<file path="config.mk">
export PLATFORM = sky130hd
export DESIGN_NAME = ac_pcm_in_packer
export DESIGN_NICKNAME = d
export VERILOG_FILES = /design/src/rtl/ac_pack_pkg.sv /design/src/rtl/ac_slot_gate.sv /design/src/rtl/ac_pair_unit.sv /design/src/rtl/ac_ovf_flag.sv /design/src/rtl/ac_pcm_in_packer.sv
export SDC_FILE = /design/constraint.sdc
export NUM_CORES = 1
export LEC_CHECK = 0
export BUFFER_PORTS_ARGS = -buffer_cell sky130_fd_sc_hd__buf_4
export CAP_MARGIN = 20
export CORE_UTILIZATION = 45
export DETAILED_ROUTE_END_ITERATION = 8
export PLACE_DENSITY = 0.71
export SETUP_SLACK_MARGIN = 0.05
export SYNTH_ARGS = -nofsm -noshare
export SYNTH_HDL_FRONTEND = slang
export SYNTH_SLANG_ARGS = --single-unit
export TNS_END_PERCENT = 30
</file>
<file path="constraint.sdc">
create_clock -name clk_i -period 2.2 [get_ports clk_i]
set_input_delay 0.44 -clock clk_i [delete_from_list [all_inputs] [get_ports clk_i]]
set_output_delay 0.44 -clock clk_i [all_outputs]
set_load 0.03 [all_outputs]
</file>
<file path="src/rtl/ac_pack_pkg.sv">
package ac_pack_pkg;
  localparam int TAG_W_D     = 16;
  localparam int SLOT_W_D    = 20;
  localparam int SAMP_W_D    = 16;
  localparam int FRAME_BIT_D = 15;
  localparam int L_BIT_D     = 12;
  localparam int R_BIT_D     = 11;
  localparam int LANES       = 2;  // lane 0 = left, taken first
endpackage

</file>
<file path="src/rtl/ac_slot_gate.sv">
module ac_slot_gate
  import ac_pack_pkg::*;
#(
  parameter int TAG_W     = TAG_W_D,
  parameter int SLOT_W    = SLOT_W_D,
  parameter int SAMP_W    = SAMP_W_D,
  parameter int FRAME_BIT = FRAME_BIT_D,
  parameter int L_BIT     = L_BIT_D,
  parameter int R_BIT     = R_BIT_D
) (
  input  logic              clk_i,
  input  logic              rst_ni,
  input  logic              chan_dis_i,
  input  logic              tag_vld_i,
  input  logic [TAG_W-1:0]  tag_i,
  input  logic [LANES-1:0]  vld_i,
  input  logic [SLOT_W-1:0] slot_i [LANES],
  output logic [LANES-1:0]  acc_o,
  output logic [SAMP_W-1:0] samp_o [LANES]
);
  localparam int DROP_W = SLOT_W - SAMP_W;
  localparam int LANE_BIT [LANES] = '{L_BIT, R_BIT};

  logic [TAG_W-1:0] tag_q;

  always_ff @(posedge clk_i or negedge rst_ni) begin
    if (!rst_ni)        tag_q <= '0;
    else if (tag_vld_i) tag_q <= tag_i;
  end

  for (genvar g = 0; g < LANES; g++) begin : g_lane
    assign acc_o[g]  = vld_i[g] & ~chan_dis_i & tag_q[FRAME_BIT] & tag_q[LANE_BIT[g]];
    assign samp_o[g] = slot_i[g][SLOT_W-1:DROP_W];
  end
endmodule

</file>
<file path="src/rtl/ac_pair_unit.sv">
module ac_pair_unit
  import ac_pack_pkg::*;
#(
  parameter int SAMP_W = SAMP_W_D
) (
  input  logic                clk_i,
  input  logic                rst_ni,
  input  logic                chan_dis_i,
  input  logic [LANES-1:0]    acc_i,
  input  logic [SAMP_W-1:0]   samp_i [LANES],
  input  logic                fifo_full_i,
  output logic                wr_o,
  output logic [2*SAMP_W-1:0] wdata_o,
  output logic                drop_o
);
  logic                pend_q, pend_n;
  logic [SAMP_W-1:0]   held_q, held_n;
  logic                done;
  logic [2*SAMP_W-1:0] pair;
  logic                wr_q;
  logic [2*SAMP_W-1:0] wdata_q;

  // Arrival order only: slot identity is not tracked.
  always_comb begin
    pend_n = pend_q;
    held_n = held_q;
    done   = 1'b0;
    pair   = '0;
    if (chan_dis_i) begin
      pend_n = 1'b0;
      held_n = '0;
    end else begin
      for (int i = 0; i < LANES; i++) begin
        if (acc_i[i]) begin
          if (pend_n) begin
            pair   = {samp_i[i], held_n};
            done   = 1'b1;
            pend_n = 1'b0;
          end else begin
            held_n = samp_i[i];
            pend_n = 1'b1;
          end
        end
      end
    end
  end

  always_ff @(posedge clk_i or negedge rst_ni) begin
    if (!rst_ni) begin
      pend_q  <= 1'b0;
      held_q  <= '0;
      wr_q    <= 1'b0;
      wdata_q <= '0;
    end else begin
      pend_q <= pend_n;
      held_q <= held_n;
      wr_q   <= done & ~fifo_full_i;
      if (done & ~fifo_full_i) wdata_q <= pair;
    end
  end

  assign wr_o    = wr_q;
  assign wdata_o = wdata_q;
  assign drop_o  = done & fifo_full_i;
endmodule

</file>
<file path="src/rtl/ac_ovf_flag.sv">
module ac_ovf_flag (
  input  logic clk_i,
  input  logic rst_ni,
  input  logic drop_i,
  input  logic clr_i,
  output logic ovf_o
);
  logic ovf_q;
  always_ff @(posedge clk_i or negedge rst_ni) begin
    if (!rst_ni)     ovf_q <= 1'b0;
    else if (drop_i) ovf_q <= 1'b1;  // set wins over clear
    else if (clr_i)  ovf_q <= 1'b0;
  end
  assign ovf_o = ovf_q;
endmodule

</file>
<file path="src/rtl/ac_pcm_in_packer.sv">
module ac_pcm_in_packer
  import ac_pack_pkg::*;
#(
  parameter int TAG_W     = TAG_W_D,
  parameter int SLOT_W    = SLOT_W_D,
  parameter int SAMP_W    = SAMP_W_D,
  parameter int FRAME_BIT = FRAME_BIT_D,
  parameter int L_BIT     = L_BIT_D,
  parameter int R_BIT     = R_BIT_D
) (
  input  logic                clk_i,
  input  logic                rst_ni,
  input  logic                chan_dis_i,
  input  logic                tag_vld_i,
  input  logic [TAG_W-1:0]    tag_i,
  input  logic                slot_l_vld_i,
  input  logic [SLOT_W-1:0]   slot_l_i,
  input  logic                slot_r_vld_i,
  input  logic [SLOT_W-1:0]   slot_r_i,
  input  logic                fifo_full_i,
  input  logic                ovf_clr_i,
  output logic                fifo_wr_o,
  output logic [2*SAMP_W-1:0] fifo_wdata_o,
  output logic                ovf_o
);
  logic [LANES-1:0]  vld, acc;
  logic [SLOT_W-1:0] slot [LANES];
  logic [SAMP_W-1:0] samp [LANES];
  logic              drop;

  assign vld     = {slot_r_vld_i, slot_l_vld_i};
  assign slot[0] = slot_l_i;
  assign slot[1] = slot_r_i;

  ac_slot_gate #(
    .TAG_W(TAG_W), .SLOT_W(SLOT_W), .SAMP_W(SAMP_W),
    .FRAME_BIT(FRAME_BIT), .L_BIT(L_BIT), .R_BIT(R_BIT)
  ) i_gate (
    .clk_i(clk_i), .rst_ni(rst_ni), .chan_dis_i(chan_dis_i),
    .tag_vld_i(tag_vld_i), .tag_i(tag_i),
    .vld_i(vld), .slot_i(slot), .acc_o(acc), .samp_o(samp)
  );

  ac_pair_unit #(.SAMP_W(SAMP_W)) i_pair (
    .clk_i(clk_i), .rst_ni(rst_ni), .chan_dis_i(chan_dis_i),
    .acc_i(acc), .samp_i(samp), .fifo_full_i(fifo_full_i),
    .wr_o(fifo_wr_o), .wdata_o(fifo_wdata_o), .drop_o(drop)
  );

  ac_ovf_flag i_ovf (
    .clk_i(clk_i), .rst_ni(rst_ni), .drop_i(drop),
    .clr_i(ovf_clr_i), .ovf_o(ovf_o)
  );
endmodule

</file>
# Yosys cells after proc, flatten, opt, wreduce, memory -nomap -nowiden
# Index checks and enable logic that the tools add are counted.
[totals]
regBits = 67
in_bits = 64
out_inout_bits = 34
[classes]
mux = 23
bitwise_logic = 10
reduce_logical = 1
[op_table]
columns = ["cell", "n"]
rows = [
  ["$mux 32", 5],
  ["$mux 16", 5],
  ["$mux 1", 13],
  ["$and 1x1->1", 8],
  ["$not 1->1", 2],
  ["$reduce_bool 2->1", 1],
]

# Depth between registers and ports, before layout
[logic_depth]
depth_word = 11
depth_mapped = 8

# Modules after synthesis
# From an unflattened synthesis, not the netlist that was laid out.
[unflattened]
hier_cells = 331
hier_area_um2 = 3298.2
[by_module_without_submodules]
columns = ["mod", "n_inst", "cells_each", "area_per_inst_um2"]
rows = [
  ["ac_pair_unit", 1, 288, 2892.8],
  ["ac_slot_gate", 1, 40, 369.1],
  ["ac_ovf_flag", 1, 3, 36.3],
]

# Worst setup path after synthesis
# Ideal clock, no wire load.
[synth_path]
kind = "input -> register"
startpoint = "in chan_dis_i"
endpoint = "reg i_pair.wdata_q[10] (netlist: i_pair.wdata_o[10])"
setup_time_ps = 77
arrival_time_ps = 1913
slack_ps = 209
stages = 8
n_path_buf = 1
cell_sequence = "and4b_2 inv_2 ha_1 inv_1 nor4b_4 buf_6 a22oi_1 a21oi_1"
[synth_via]
elab_chain_len = 10
word_cells_on_any_way = 19
[synth_rtl]
columns = ["item", "line_no", "source"]
rows = [
  ["start, declared", "ac_pcm_in_packer.sv:13", "input logic chan_dis_i,"],
  ["$not 1->1", "ac_slot_gate.sv:32", "assign acc_o[g] = vld_i[g] & ~chan_dis_i & tag_q[FRAME_BIT] & tag_q[LANE_BIT[g]];"],
  ["$and 1x1->1 (3 in series)", "ac_slot_gate.sv:32", ""],
  ["$mux 1", "ac_pair_unit.sv:34", "if (acc_i[i]) begin"],
  ["$mux 1", "ac_pair_unit.sv:29", "if (chan_dis_i) begin"],
  ["$mux 1", "ac_pair_unit.sv:35", "if (pend_n) begin"],
  ["$mux 1", "ac_pair_unit.sv:34", ""],
  ["$mux 1", "ac_pair_unit.sv:29", ""],
  ["$and 1x1->1", "ac_pair_unit.sv:58", "if (done & ~fifo_full_i) wdata_q <= pair;"],
  ["end signal, assigned", "ac_pair_unit.sv:58", ""],
  ["end, declared", "ac_pair_unit.sv:21", "logic [2*SAMP_W-1:0] wdata_q;"],
]
# Several ways; a longest one is shown, not always the timed one. The select of a mux whose other input is x is not followed.
# A chain may end at the register's enable or synchronous reset.

# Worst setup path in the final report
[layout_path]
startpoint = "reg i_gate.tag_q[15]"
endpoint = "reg i_pair.held_q[2]"
[layout_via]
elab_chain_len = 7
word_cells_on_any_way = 10
[layout_rtl]
columns = ["item", "line_no", "source"]
rows = [
  ["start, declared", "ac_slot_gate.sv:24", "logic [TAG_W-1:0] tag_q;"],
  ["start signal, assigned", "ac_slot_gate.sv:28", "else if (tag_vld_i) tag_q <= tag_i;"],
  ["$and 1x1->1 (2 in series)", "ac_slot_gate.sv:32", ""],
  ["$mux 1", "ac_pair_unit.sv:34", ""],
  ["$mux 1", "ac_pair_unit.sv:29", ""],
  ["$mux 16", "ac_pair_unit.sv:35", ""],
  ["$mux 16 (*)", "ac_pair_unit.sv:34", ""],
  ["$mux 16 (*)", "ac_pair_unit.sv:29", ""],
  ["named net i_pair.held_n[2]", "ac_pair_unit.sv:17", "logic [SAMP_W-1:0] held_q, held_n;"],
  ["end signal, assigned", "ac_pair_unit.sv:56", "held_q <= held_n;"],
  ["end, declared", "ac_pair_unit.sv:17", ""],
]
# The timed path passes the listed nets; every way through them passes the cells marked *. The select of a mux whose other input is x is not followed.

==> results.json <==
{
  "synth_cells": 260,
  "cts_resized": 0,
  "tns_ps": 0,
  "drtPass1Iterations": 4,
  "cts-htree-levels": 2,
  "p_leak_nw": 1.463,
  "dp_hpwl_um": 4386,
  "fin_area_um2": 3398,
  "fp.coreArea_um2": 5540,
  "multi_input_area_um2": 1112,
  "register_area_um2": 1351,
  "antenna_found_initial": 0,
  "cp.buffers_inverters": 3,
  "setup.worst_path.class": "flop to flop",
  "dieArea_um2": 6080,
  "critPathLaunchType": "flop",
  "die_x_um": 77.98,
  "synth_area_um2": 2597,
  "cts_tree": "built",
  "rows": 27,
  "vias_per_cell": 5.492,
  "ys_async_sr_fraction": 1.000,
  "post-cts-setup-buffers": 0,
  "grt_pass1_vias": 2116,
  "fillers": 505,
  "grt_use_total": 0.2180,
  "tightestPinTransition_ps": 690.8,
  "clockBufferDepth": 2,
  "path_cells": "and4b_2 -> inv_2 -> ha_1 -> inv_1 -> nand2_1 -> buf_4 -> nor2_1 -> a311oi_1",
  "maxSlewViolCount": 0,
  "fin_nets": 406,
  "worst_path_largest_cell_delay_ps": 400,
  "yosys.area.top_type": "dfrtp_1",
  "drt-wirelength-per-cell_um": 15.09,
  "portBuffers": 76,
  "crit_fanout": 8,
  "critPathSlowestCell": "dfrtp_1",
  "grt_pass1_wl_um": 10340,
  "clock.fmax_ghz": 0.5035,
  "ys_top_cells_by_area": "dfrtp_1 52%, a22oi_1 8.7%, nor2_1 7.1%",
  "min_period_ps": 1986,
  "hold_path_class": "input pin to async pin",
  "clk_latency_ps": 310,
  "place_congestion": 0.8315,
  "arrival_ps": 2180,
  "cp.required_ps": 2390,
  "fin_crit_sh": 0.9027,
  "floorplan.initialDensity": 0.4688,
  "rsz0062_at_grt": "no",
  "via_count": 2268,
  "hold_violations": 0,
  "synth-seq-cells": 54,
  "synth_edf_count": 0,
  "cts_num_sinks": 54,
  "power_mw": 3.265,
  "fin_skew_ps": 6.083,
  "totalWireLength_um": 6234,
  "ir_drop_mv": 0.5865,
  "maxSlewHeadroom": 0.5395,
  "ys.flop_type": "dfrtp_1",
  "yosysWarnings": 0,
  "maxCapViolCount": 0,
  "antenna_left": 0,
  "cts_made_buffers": 5,
  "syn_to_final_growth_pct": 30.83,
  "finalSetupViolations": 0,
  "ios": 98,
  "place_ws_ps": 16.57,
  "diodes": 0,
  "synth_top_area_share": 0.5202,
  "cpLargestDelayFamily": "simple AND/OR/NAND/NOR gates",
  "drt_iter0_markers": 145,
  "power.density_nw_per_um2": 960.9,
  "cp-end-kind": "flop",
  "cts_root_buf": "clkbuf_8",
  "synth_area_per_cell_um2": 9.990,
  "drc": 0,
  "synth_fp_nets": 326,
  "holdBufCountCts": 0,
  "die_h_um": 77.98,
  "grt_max_degree": 55,
  "gr-total-overflow": 0,
  "finalWorstSetupSlack_ps": 214.1,
  "placed_area_um2": 3288,
  "synth.distinct_cells": 30,
  "final_layout_size_suffix_gt1_frac": 0.3490,
  "clk_pin_slew_ps": 90,
  "seq_area_frac_synth": 0.5202,
  "outcome": "completed"
}
## final cells by class
cell class                      count  area share
Sequential cell                    54      0.3976
Multi-Input combinational cell    182      0.3273
Timing Repair Buffer               92      0.2106
Tap cell                           72     0.02651
Clock buffer                        6     0.02135
Clock inverter                      2     0.01105
Inverter                            5    0.005523
## cell usage in the layout, fill, tap and decap left out, types with 2 or more instances in the layout
master / count
a22oi_1: 30
mux2_2: 3
dfrtp_1: 54
a22oi_2: 2
nor2_1: 49
a21oi_2: 8
nand2_1: 35
buf_4: 90
and4b_2: 2
ha_1: 2
a311oi_1: 16
buf_12: 2
inv_1: 4
clkbuf_8: 5
a21oi_1: 24
## path summary, 6_finish.rpt
kind / startpoint / end / slack, ps / cells after the start
max: i_gate.tag_q[15] / i_pair.held_q[2] / 210 / 8
min: rst_ni / i_gate.tag_q[11] / 160 / 1
max reg2reg: i_gate.tag_q[15] / i_pair.held_q[2] / 210 / 8
min reg2reg: i_pair.wdata_o[28] / i_pair.wdata_o[28] / 520 / 2
max in group asynchronous: rst_ni / i_pair.wdata_o[30] / 1570 / 1
min in group clk_i: ovf_clr_i / i_ovf.ovf_o / 310 / 2
## cells by family (layout without fill, tap and decap cells)
family / Yosys count / count (layout) / synth area share
DFF: 54 / 54 / 0.5202
xor gates and xnor gates: 1 / 1 / 0.003372
muxes: 3 / 3 / 0.01300
adders and majority gates: 2 / 2 / 0.009632
buffers and inverters: 24 / 105 / 0.05153
and+or+nand+nor: 90 / 90 / 0.1484
AOI/OAI and AO/OA: 86 / 86 / 0.2539
## where the power goes
part	switching (mW)	leakage, nW	internal (mW)
logic	0.756	0.730	0.482
registers	0.137	0.681	1.23
clock network	0.318	0.0514	0.340
## worst register-to-register path: stages (launching register included)
cell and delay [ps]:
dfrtp_1 400, and4b_2 290, inv_2 50, ha_1 290
inv_1 70, nand2_1 200, buf_4 210, nor2_1 60
a311oi_1 310
## Yosys cell counts (2+ instances only)
cell type / number
dfrtp_1: 54
nor2_1: 49
nand2_1: 35
a22oi_1: 30
a21oi_1: 24
a311oi_1: 16
a21oi_2: 8
buf_2: 7
buf_4: 5
inv_1: 4
clkbuf_1: 3
mux2_2: 3
a22oi_2: 2
and4b_2: 2
buf_6: 2
ha_1: 2
## per-stage QoR
| stage | hold slack, ps | utilization | std cells |
|---|---|---|---|
| after floorplan | 144.4 | - | 260 |
| after global placement | 501.9 | 0.5935 | 405 |
| after detailed placement | 508.8 | 0.5935 | 405 |
| after CTS | 191.2 | 0.6134 | 413 |
| after global routing | 211.7 | 0.6134 | 413 |
| final | 164.6 | 0.6134 | 413 |
## layer usage
layer / vias to the layer above / wire, um / global-route usage
li1: 1093 / - / -
met1: 1073 / 2673 / 0.3107
met2: 92 / 3033 / 0.3389
met3: 10 / 398 / 0.03765
met4: 0 / 129 / 0.06852
met5: - / 0 / 0
## state kept, by name, summed over array words and instances (netlist names)
signal / cells
i_gate.tag_q: 3
i_pair.wr_o: 1
i_ovf.ovf_o: 1
i_pair.held_q: 16
i_pair.wdata_o: 32
i_pair.pend_q: 1
Note: power is estimated with default switching activity, not from simulation.
